**src/rtl/irq_trk_pkg.sv**
```systemverilog
package irq_trk_pkg;
  localparam int DMODE_W = 3;

  typedef enum logic {
    TRK_IDLE = 1'b0,
    TRK_WAIT = 1'b1
  } trk_state_e;
endpackage

```
**src/rtl/irq_pin_cell.sv**
```systemverilog
module irq_pin_cell #(
  parameter int VEC_W = 8
) (
  input  logic             clk_i,
  input  logic             rst_ni,
  input  logic             raw_i,
  input  logic             pol_i,
  input  logic             level_trig_i,
  input  logic             mask_i,
  input  logic [VEC_W-1:0] vec_i,
  input  logic             eoi_fire_i,
  input  logic [VEC_W-1:0] eoi_vec_i,
  input  logic             eoi_level_i,
  input  logic             pick_i,
  input  logic             accept_i,
  output logic             irr_o,
  output logic             rirr_o,
  output logic             pend_o
);
  logic eff, rise, eoi_hit;
  logic prev_q, irr_q, rirr_q, pend_q;
  logic irr_d, rirr_d, pend_d;

  assign eff     = raw_i ^ pol_i;
  assign rise    = eff & ~prev_q;
  assign eoi_hit = eoi_fire_i && eoi_level_i && (vec_i == eoi_vec_i);

  always_comb begin
    irr_d = 1'b0;
    if (eff) irr_d = (irr_q & ~(pick_i & ~level_trig_i)) | rise;

    pend_d = pend_q & ~pick_i;
    if (rise && (!level_trig_i || !rirr_q)) pend_d = 1'b1;
    if (eoi_hit && !mask_i && irr_q && level_trig_i) pend_d = 1'b1;
    // a withdrawn level request is not delivered
    if (level_trig_i && !eff) pend_d = 1'b0;

    rirr_d = rirr_q;
    if (accept_i) rirr_d = 1'b1;
    if (eoi_hit)  rirr_d = 1'b0;
  end

  always_ff @(posedge clk_i or negedge rst_ni) begin
    if (!rst_ni) begin
      prev_q <= 1'b0;
      irr_q  <= 1'b0;
      rirr_q <= 1'b0;
      pend_q <= 1'b0;
    end else begin
      prev_q <= eff;
      irr_q  <= irr_d;
      rirr_q <= rirr_d;
      pend_q <= pend_d;
    end
  end

  assign irr_o  = irr_q;
  assign rirr_o = rirr_q;
  assign pend_o = pend_q;
endmodule

```
**src/rtl/irq_lowest_pick.sv**
```systemverilog
module irq_lowest_pick #(
  parameter int N = 24,
  localparam int IW = (N > 1) ? $clog2(N) : 1
) (
  input  logic [N-1:0]  req_i,
  output logic          valid_o,
  output logic [IW-1:0] idx_o
);
  always_comb begin
    valid_o = |req_i;
    idx_o   = '0;
    for (int i = N - 1; i >= 0; i--) begin
      if (req_i[i]) idx_o = IW'(i);
    end
  end
endmodule

```
**src/rtl/irq_eoi_fifo.sv**
```systemverilog
module irq_eoi_fifo #(
  parameter int DEPTH = 4,
  parameter int WIDTH = 9
) (
  input  logic             clk_i,
  input  logic             rst_ni,
  input  logic             push_i,
  input  logic [WIDTH-1:0] data_i,
  input  logic             pop_i,
  output logic [WIDTH-1:0] data_o,
  output logic             empty_o
);
  localparam int AW = (DEPTH > 1) ? $clog2(DEPTH) : 1;
  localparam int CW = $clog2(DEPTH + 1);

  logic [WIDTH-1:0] mem_q [DEPTH];
  logic [AW-1:0]    rd_q, wr_q;
  logic [CW-1:0]    cnt_q;
  logic             full, do_push, do_pop;

  function automatic logic [AW-1:0] nxt(input logic [AW-1:0] p);
    return (p == AW'(DEPTH - 1)) ? '0 : p + 1'b1;
  endfunction

  assign empty_o = (cnt_q == '0);
  assign full    = (cnt_q == CW'(DEPTH));
  assign do_pop  = pop_i && !empty_o;
  // full queue drops new messages unless a slot frees this cycle
  assign do_push = push_i && (!full || do_pop);
  assign data_o  = mem_q[rd_q];

  always_ff @(posedge clk_i) begin
    if (do_push) mem_q[wr_q] <= data_i;
  end

  always_ff @(posedge clk_i or negedge rst_ni) begin
    if (!rst_ni) begin
      rd_q  <= '0;
      wr_q  <= '0;
      cnt_q <= '0;
    end else begin
      if (do_push) wr_q <= nxt(wr_q);
      if (do_pop)  rd_q <= nxt(rd_q);
      if (do_push && !do_pop)      cnt_q <= cnt_q + 1'b1;
      else if (do_pop && !do_push) cnt_q <= cnt_q - 1'b1;
    end
  end
endmodule

```
**src/rtl/irq_pin_tracker.sv**
```systemverilog
module irq_pin_tracker
  import irq_trk_pkg::*;
#(
  parameter int N_PINS    = 24,
  parameter int VEC_W     = 8,
  parameter int DEST_W    = 8,
  parameter int EOI_DEPTH = 4
) (
  input  logic                         clk_i,
  input  logic                         rst_ni,
  input  logic [N_PINS-1:0]            pin_i,
  input  logic [N_PINS-1:0]            ent_mask_i,
  input  logic [N_PINS-1:0]            ent_pol_i,
  input  logic [N_PINS-1:0]            ent_trig_i,
  input  logic [N_PINS-1:0]            ent_dlog_i,
  input  logic [N_PINS*VEC_W-1:0]      ent_vec_i,
  input  logic [N_PINS*DMODE_W-1:0]    ent_dmode_i,
  input  logic [N_PINS*DEST_W-1:0]     ent_dest_i,
  input  logic                         eoi_valid_i,
  input  logic [VEC_W-1:0]             eoi_vec_i,
  input  logic                         eoi_level_i,
  output logic                         req_valid_o,
  output logic [$clog2(N_PINS)-1:0]    req_pin_o,
  output logic [VEC_W-1:0]             req_vec_o,
  output logic                         req_trig_o,
  output logic [DMODE_W-1:0]           req_dmode_o,
  output logic                         req_dlog_o,
  output logic [DEST_W-1:0]            req_dest_o,
  input  logic                         rsp_valid_i,
  input  logic                         rsp_ok_i,
  output logic [N_PINS-1:0]            irr_o,
  output logic [N_PINS-1:0]            rirr_o
);
  localparam int PIN_W = $clog2(N_PINS);
  localparam int EOI_W = VEC_W + 1;
  localparam logic [N_PINS-1:0] ONE = {{(N_PINS-1){1'b0}}, 1'b1};

  logic [VEC_W-1:0]   vec_a   [N_PINS];
  logic [DEST_W-1:0]  dest_a  [N_PINS];
  logic [DMODE_W-1:0] dmode_a [N_PINS];

  logic [N_PINS-1:0] pend, pick_vec, accept_vec;
  logic              any_pend, pick_en, eoi_fire, q_empty, done;
  logic [PIN_W-1:0]  pick_idx;
  logic [EOI_W-1:0]  q_head;

  trk_state_e         state_q;
  logic [PIN_W-1:0]   lat_pin_q;
  logic [VEC_W-1:0]   lat_vec_q;
  logic               lat_trig_q, lat_dlog_q;
  logic [DMODE_W-1:0] lat_dmode_q;
  logic [DEST_W-1:0]  lat_dest_q;

  for (genvar g = 0; g < N_PINS; g++) begin : g_pin
    assign vec_a[g]   = ent_vec_i[g*VEC_W +: VEC_W];
    assign dest_a[g]  = ent_dest_i[g*DEST_W +: DEST_W];
    assign dmode_a[g] = ent_dmode_i[g*DMODE_W +: DMODE_W];

    irq_pin_cell #(.VEC_W(VEC_W)) u_cell (
      .clk_i        (clk_i),
      .rst_ni       (rst_ni),
      .raw_i        (pin_i[g]),
      .pol_i        (ent_pol_i[g]),
      .level_trig_i (ent_trig_i[g]),
      .mask_i       (ent_mask_i[g]),
      .vec_i        (vec_a[g]),
      .eoi_fire_i   (eoi_fire),
      .eoi_vec_i    (q_head[VEC_W-1:0]),
      .eoi_level_i  (q_head[VEC_W]),
      .pick_i       (pick_vec[g]),
      .accept_i     (accept_vec[g]),
      .irr_o        (irr_o[g]),
      .rirr_o       (rirr_o[g]),
      .pend_o       (pend[g])
    );
  end

  irq_lowest_pick #(.N(N_PINS)) u_pick (
    .req_i   (pend),
    .valid_o (any_pend),
    .idx_o   (pick_idx)
  );

  irq_eoi_fifo #(.DEPTH(EOI_DEPTH), .WIDTH(EOI_W)) u_eoi_q (
    .clk_i   (clk_i),
    .rst_ni  (rst_ni),
    .push_i  (eoi_valid_i),
    .data_i  ({eoi_level_i, eoi_vec_i}),
    .pop_i   (eoi_fire),
    .data_o  (q_head),
    .empty_o (q_empty)
  );

  // queued end-of-interrupt work goes before new issues
  assign eoi_fire   = (state_q == TRK_IDLE) && !q_empty;
  assign pick_en    = (state_q == TRK_IDLE) && q_empty && any_pend;
  assign pick_vec   = pick_en ? (ONE << pick_idx) : '0;
  assign done       = (state_q == TRK_WAIT) && rsp_valid_i;
  assign accept_vec = (done && rsp_ok_i && lat_trig_q) ? (ONE << lat_pin_q) : '0;

  always_ff @(posedge clk_i or negedge rst_ni) begin
    if (!rst_ni) begin
      state_q     <= TRK_IDLE;
      lat_pin_q   <= '0;
      lat_vec_q   <= '0;
      lat_trig_q  <= 1'b0;
      lat_dmode_q <= '0;
      lat_dlog_q  <= 1'b0;
      lat_dest_q  <= '0;
    end else begin
      case (state_q)
        TRK_IDLE: begin
          if (pick_en && !ent_mask_i[pick_idx]) begin
            state_q     <= TRK_WAIT;
            lat_pin_q   <= pick_idx;
            lat_vec_q   <= vec_a[pick_idx];
            lat_trig_q  <= ent_trig_i[pick_idx];
            lat_dmode_q <= dmode_a[pick_idx];
            if (pick_idx == '0) begin
              lat_dlog_q <= 1'b0;
              lat_dest_q <= '0;
            end else begin
              lat_dlog_q <= ent_dlog_i[pick_idx];
              lat_dest_q <= dest_a[pick_idx];
            end
          end
        end
        TRK_WAIT: begin
          if (done) state_q <= TRK_IDLE;
        end
        default: state_q <= TRK_IDLE;
      endcase
    end
  end

  assign req_valid_o = (state_q == TRK_WAIT);
  assign req_pin_o   = lat_pin_q;
  assign req_vec_o   = lat_vec_q;
  assign req_trig_o  = lat_trig_q;
  assign req_dmode_o = lat_dmode_q;
  assign req_dlog_o  = lat_dlog_q;
  assign req_dest_o  = lat_dest_q;
endmodule

```
**config.mk**
```make
export PLATFORM = sky130hd
export DESIGN_NAME = irq_pin_tracker
export DESIGN_NICKNAME = d
export VERILOG_FILES = /design/src/rtl/irq_trk_pkg.sv /design/src/rtl/irq_pin_cell.sv /design/src/rtl/irq_lowest_pick.sv /design/src/rtl/irq_eoi_fifo.sv /design/src/rtl/irq_pin_tracker.sv
export SDC_FILE = /design/constraint.sdc
export NUM_CORES = 1
export LEC_CHECK = 0
export BUFFER_PORTS_ARGS = -buffer_cell sky130_fd_sc_hd__buf_4
export CORE_AREA = 10 10 251 253
export CTS_CLUSTER_SIZE = 28
export DETAILED_ROUTE_END_ITERATION = 10
export DIE_AREA = 0 0 261 263
export HOLD_SLACK_MARGIN = 0.02
export PLACE_DENSITY_LB_ADDON = 0.1
export SYNTH_ARGS = -nofsm -noshare
export SYNTH_HDL_FRONTEND = slang
export SYNTH_SLANG_ARGS = --single-unit
```
**constraint.sdc**
```tcl
create_clock -name clk_i -period 5.3 [get_ports clk_i]
set_input_delay 0.53 -clock clk_i [delete_from_list [all_inputs] [get_ports clk_i]]
set_output_delay 0.53 -clock clk_i [all_outputs]
set_load 0.02 [all_outputs]
```
After elaboration in Yosys (flattened, before gate mapping)
Memories as Yosys holds them, arrays and structs flattened.
Cells that the tools add are included.
{"block": "classes", "addsub": 4, "mul": 0, "n_div": 0, "order_cmp": 2, "eq_ne": 27, "n_shift": 2, "mux": 196, "bitwise": 242, "reduce_logical": 311}
{"op": "8-bit == test", "count": 24}
{"op": "1-bit logical AND", "count": 156}
{"op": "1-bit 2-to-1 mux", "count": 152}
{"op": "5-bit 2-to-1 mux", "count": 24}
{"op": "1-bit zero test", "count": 101}
{"op": "1-bit NOT", "count": 97}
{"op": "1-bit AND", "count": 96}
{"op": "8-bit binary-select mux with 5-bit select", "count": 2}
{"op": "2-bit nonzero test", "count": 25}
{"op": "24-bit 2-to-1 mux", "count": 2}
{"op": "1-bit by 5-bit << shifter with 24-bit output (first input constant)", "count": 2}
{"op": "8-bit 2-to-1 mux", "count": 5}
{"op": "1-bit logical OR", "count": 25}
{"op": "1-bit bitwise OR", "count": 24}
{"op": "24-bit OR reduction", "count": 1}
{"op": "1-bit bitwise XOR", "count": 24}
{"op": "1-bit binary-select mux with 5-bit select", "count": 3}
{"op": "3-bit binary-select mux with 5-bit select", "count": 1}
{"op": "3-bit 2-to-1 mux", "count": 4}
{"op": "6-bit >= comparator (second input constant)", "count": 1}
{"op": "5-bit by 6-bit < comparator with 1-bit output (second input constant)", "count": 1}
{"op": "5-bit NOT with 6-bit output", "count": 1}
{"op": "5-bit zero test", "count": 1}
{"op": "2-bit by 1-bit adder with 2-bit output (second input constant)", "count": 2}
{"op": "8 further kinds", "count": 10}
{"block": "totals", "reg_bits": 130, "latch_bits": 0, "ram_bits": 36, "mem_bits_ro": 0, "inputBits": 590, "memories": 1}
{"memory": "u_eoi_q.mem_q", "words": 4, "width": 9, "read_ports": 1, "rd_clocked_by_memory_dff": 0, "write_ports": 1, "line": "irq_eoi_fifo.sv:16", "text": "logic [WIDTH-1:0] mem_q [DEPTH];"}

Depth between registers and ports, before layout
{"block": "logic_depth", "depth_word": 31, "ltp_mapped": 14, "mapped_depth_nobuf": 9}

By module
A second synthesis with hierarchy kept.
{"block": "unflattened", "cells_unflattened": 1255, "hier_area_um2": 14243.7}
{"module": "irq_pin_cell", "n_inst": 24, "cells_each": 26, "area_each_um2": 272.8, "seq_area_each_um2": 100.1}
{"module": "irq_pin_tracker", "n_inst": 1, "cells_each": 500, "area_each_um2": 5651.7, "seq_area_each_um2": 675.6}
{"module": "irq_eoi_fifo", "n_inst": 1, "cells_each": 83, "area_each_um2": 1736.7, "seq_area_each_um2": 1256.2}
{"module": "irq_lowest_pick", "n_inst": 1, "cells_each": 48, "area_each_um2": 309.0, "seq_area_each_um2": 0.0}

Worst setup path before layout
No wires, ideal clock.
{"block": "synth_path", "path_type": "register -> register", "from": "register g_pin[10].u_cell.pend_q", "to": "register lat_vec_q[7] (netlist: req_vec_o[7])", "setup_ns": 0.125, "arrival_time_ns": 2.745, "required_ns": 5.175, "path_slack_ns": 2.430, "stages_incl_launch_ff": 11, "n_path_buf": 1, "period_less_slack_ns": 2.870, "cell_sequence": "dfrtp_1 or4_4 a21oi_4 o211ai_2 a21oi_4 buf_6 mux2_2 a221oi_1 o221ai_1 nor4bb_1 mux2_4"}
{"block": "synth_between", "elab_chain_len": 16, "elab_cells_between_ends": 22, "classes_between": "mux: 16; bitwise: 1; reduce/logical: 5"}
{"item": "from (decl)", "line": "irq_pin_cell.sv:21", "text": "logic prev_q, irr_q, rirr_q, pend_q;"}
{"item": "from (signal assigned)", "line": "irq_pin_cell.sv:53", "text": "pend_q <= pend_d;"}
{"item": "5-bit 2-to-1 mux (11 in a row)", "line": "irq_lowest_pick.sv:13", "text": "if (req_i[i]) idx_o = IW'(i);"}
{"item": "1-bit binary-select mux with 5-bit select", "line": "irq_pin_tracker.sv:113", "text": "if (pick_en && !ent_mask_i[pick_idx]) begin"}
{"item": "1-bit 2-to-1 mux (implied by the code)", "line": "irq_pin_tracker.sv:113"}
{"item": "1-bit zero test", "line": "irq_pin_tracker.sv:113"}
{"item": "1-bit logical AND", "line": "irq_pin_tracker.sv:113"}
{"item": "2-bit AND reduction (no source line)"}
{"item": "to (signal assigned)", "line": "irq_pin_tracker.sv:116", "text": "lat_vec_q <= vec_a[pick_idx];"}
{"item": "to (decl)", "line": "irq_pin_tracker.sv:49", "text": "logic [VEC_W-1:0] lat_vec_q;"}
Parallel ways exist; a longest one is shown, timed or not. The select of a mux whose other input is x is not followed.
A chain may end at the register's enable or synchronous reset.

Worst setup path in the final report
{"block": "layout_path", "from": "register g_pin[18].u_cell.pend_q", "to": "register lat_vec_q[3] (netlist: req_vec_o[3])"}
{"block": "layout_between", "elab_chain_len": 24, "elab_cells_between_ends": 30, "classes_between": "mux: 24; bitwise: 1; reduce/logical: 5"}
{"item": "from (decl)", "line": "irq_pin_cell.sv:21"}
{"item": "from (signal assigned)", "line": "irq_pin_cell.sv:53"}
{"item": "5-bit 2-to-1 mux (19 in a row)", "line": "irq_lowest_pick.sv:13"}
{"item": "1-bit binary-select mux with 5-bit select", "line": "irq_pin_tracker.sv:113"}
{"item": "1-bit 2-to-1 mux (implied by the code)", "line": "irq_pin_tracker.sv:113"}
{"item": "1-bit zero test", "line": "irq_pin_tracker.sv:113"}
{"item": "1-bit logical AND", "line": "irq_pin_tracker.sv:113"}
{"item": "2-bit AND reduction (no source line)"}
Parallel ways exist; a longest one is shown, timed or not. The select of a mux whose other input is x is not followed.

==> results.txt <==
Global-route wire length before repair - 133000 um
Syn avg cell area - 9.01 sq um
Commonest cells after routing, fill and taps aside - 703 x buf_4, 133 x xnor2_1, 130 x dfrtp_1
Number of port buffers - 663
Placeable Area - 0.0582 sq mm
Final setup viols - 0
CTS Sinks - 166
Via count - 16399
Total die area - 0.0686 sq mm
Cell Chain, Critical Path - or4_1 -> nor2b_1 -> or2_1 -> nand2_1 -> a2111oi_0 -> nor2_1 -> o211ai_1 -> mux2i_1
Total CTS buffers - 17
Worst VDD drop - 0.274 mV
Row cnt - 89
Arrival time worst endpoint - 4.69 ns
Final min period - 4.35 ns
Area post-placement - 0.0204 sq mm
Crit start category - flop
Top cell family by delay on the critical path - simple AND/OR/NAND/NOR gates
Synth-to-Final Area Change - 39.3%
Initial DRT Pass Iterations - 5
EDFF count, synth - 36
Top Ports - 665
Yosys reg bits - 166
Crit-path max FO - 12
Outcome - completed
Total gr overflow - 0
Slew at the pin closest to its max-slew limit - 1.14 ns
Critical-path top delay cell - a2111oi_0
Final Cycle Share - 82.1%
Vias in the first global route - 17209
Cell Pwr Density - 447 mW/mm^2
Post-CTS Resized - 0
Die height - 263 um
Lkg Pwr - 0.00927 uW
Reg-to-Reg Start - g_pin[18].u_cell.pend_o$_DFF_PN0_
GRT Total Usage - 26.9%
Slew margin rel. - 24.3%
Netlist Area Pre-Place - 0.0151 sq mm
Die Span X - 261 um
H-tree levels - 4
GPL Wtd Cong - 0.946
Max Buffers Root-to-Sink - 2
Async SR Flop Fraction - 78.3%
Final Cell Area - 0.0210 sq mm
Worst-path clk slew - 0.07 ns
Final #Nets - 2816
CP startpoint - g_pin[18].u_cell.pend_o$_DFF_PN0_
Register area share after synthesis - 28.7%
Peak Freq - 230 MHz
Ys Warns - 0
# DRC - 0
Share of cells above drive strength 1 - 38.6%
Hold Buf Count CTS - 0
Initial Util - 25.9%
Yosys cell types - 87
Max Slew Vio Count - 0
DRT Wirelength - 95600 um
WP buf/inv - 0
Clk_lat worst skew - 0.46 ns
Worst Hold Class - in -> async
HPWL Detailed - 77900 um
Avg Vias per Cell - 5.43
Critical path required time - 5.64 ns
DR WL/cell - 31.7 um
Initial antenna violation count - 20
RSZ-0062 raised after global routing - false
Clock Root Buffer - clkbuf_16
Final Skew - 0.0140 ns
Syn Inst Count - 1676
Initial drt markers - 1232
Final hold violations - 0
Post-CTS setup buffer count - 0
CP peak stage delay - 1.08 ns
Largest net degree at the start of global routing - 98
CTS tree - built
Crit Path Class - reg -> reg
Nature of the critical path endpoint - flop
Main flop type after synthesis - dfrtp_1
Post-route setup TNS - 0 ns
Final antenna-violating net count - 0
Most common cell after layout, fill and taps aside - buf_4
Max Cap Viol - 0
Net Count, Synth - 2273
[per-stage QoR]
step | total power (uW) | setup slack (ns) | hold WS [ns] | utilization (%) | std cells
finish | 9400 | 0.949 | 0.166 | 36.1 | 3021
global route | 9900 | 0.891 | 0.241 | 36.1 | 3020
CTS | 9410 | 1.08 | 0.223 | 36.1 | 3005
detailed placement | 8100 | 1.09 | 0.432 | 35.1 | 2973
global placement | 8050 | 1.11 | 0.428 | 35.1 | 2973
floorplan | 5790 | 2.43 | 0.234 | - | 1676
[cell families (layout without fill, tap and decap cells)]
logic type	count (synthesis)	after routing	synth area share, %
other	0	16	0
AOI/OAI and AO/OA	522	522	24.9
and+or+nand+nor	366	366	13.1
adders and majority gates	7	7	0.630
muxes	145	145	11.2
xor gates and xnor gates	219	219	12.7
buffers and inverters	251	807	8.77
DFF	166	166	28.7
[where the power goes]
part           internal [uW]  total, uW  switching, uW
sequential              1590       1890            304
clock                    692       1280            587
combinational           2340       6230           3890
total                   4620       9400           4780
[metal layers]
metal	track usage [%]	wire [um]	up-vias
li1	-	-	7377
met1	32.5	38800	8232
met2	46.7	48200	701
met3	6.14	6560	83
met4	7.95	2110	6
met5	0	26	-
[state kept, by name, indices dropped and copies added, names as in the netlist]
| register | flops |
|---|---|
| g_pin.u_cell.irr_o | 24 |
| g_pin.u_cell.pend_o | 24 |
| g_pin.u_cell.prev_q | 24 |
| g_pin.u_cell.rirr_o | 24 |
| req_dest_o | 8 |
| req_dlog_o | 1 |
| req_dmode_o | 3 |
| req_pin_o | 5 |
| req_trig_o | 1 |
| req_valid_o | 1 |
| req_vec_o | 8 |
| u_eoi_q.cnt_q | 3 |
| u_eoi_q.mem_q | 36 |
| u_eoi_q.rd_q | 2 |
| u_eoi_q.wr_q | 2 |
[worst register-to-register path, cell delays in order, from the launching register on]
cell and delay, ns:
dfrtp_1 0.42, or4_1 0.60, nor2b_1 0.38, or2_1 0.71
nand2_1 0.68, a2111oi_0 1.08, nor2_1 0.13, o211ai_1 0.14
mux2i_1 0.10
[layout make-up]
cell class	count	area, sq um
Antenna cell	16	40.0
Clock inverter	12	116
Sequential cell	166	4330
Multi-Input combinational cell	1259	9530
Timing Repair Buffer	706	5330
Fill cell	6081	37200
Clock buffer	20	467
Tap cell	773	967
Inverter	69	259
[cell usage after synthesis (all sizes together) (22+ instances only)]
master / count / area, sq um
xnor2: 133 / 1160
nor2: 86 / 338
o21ai: 61 / 313
xor2: 86 / 753
nor3: 22 / 115
clkbuf: 44 / 165
and3: 22 / 138
mux2i: 59 / 591
o31ai: 28 / 210
o221ai: 27 / 236
a221oi: 32 / 280
nor4: 35 / 219
nand2: 62 / 233
nand4: 28 / 190
a21oi: 106 / 557
edfxtp: 36 / 1080
o211ai: 51 / 398
o21a: 24 / 180
a21o: 27 / 203
mux2: 77 / 897
inv: 69 / 259
a211oi: 26 / 200
buf: 138 / 900
dfrtp: 130 / 3250
nand3: 41 / 205
[final timing paths]
kind / slack, ns / cells after the start / endpoint
max: 0.95 / 8 / req_vec_o[3]$_DFFE_PN0P_
min: 0.17 / 1 / g_pin[6].u_cell.rirr_o$_DFFE_PN0P_
max reg2reg: 0.95 / 8 / req_vec_o[3]$_DFFE_PN0P_
min reg2reg: 0.43 / 1 / g_pin[11].u_cell.irr_o$_DFF_PN0_
max in group asynchronous: 4.02 / 2 / req_vec_o[5]$_DFFE_PN0P_
min in group clk_i: 0.27 / 2 / g_pin[9].u_cell.pend_o$_DFF_PN0_
Note: power is estimated with default switching activity, not from simulation.
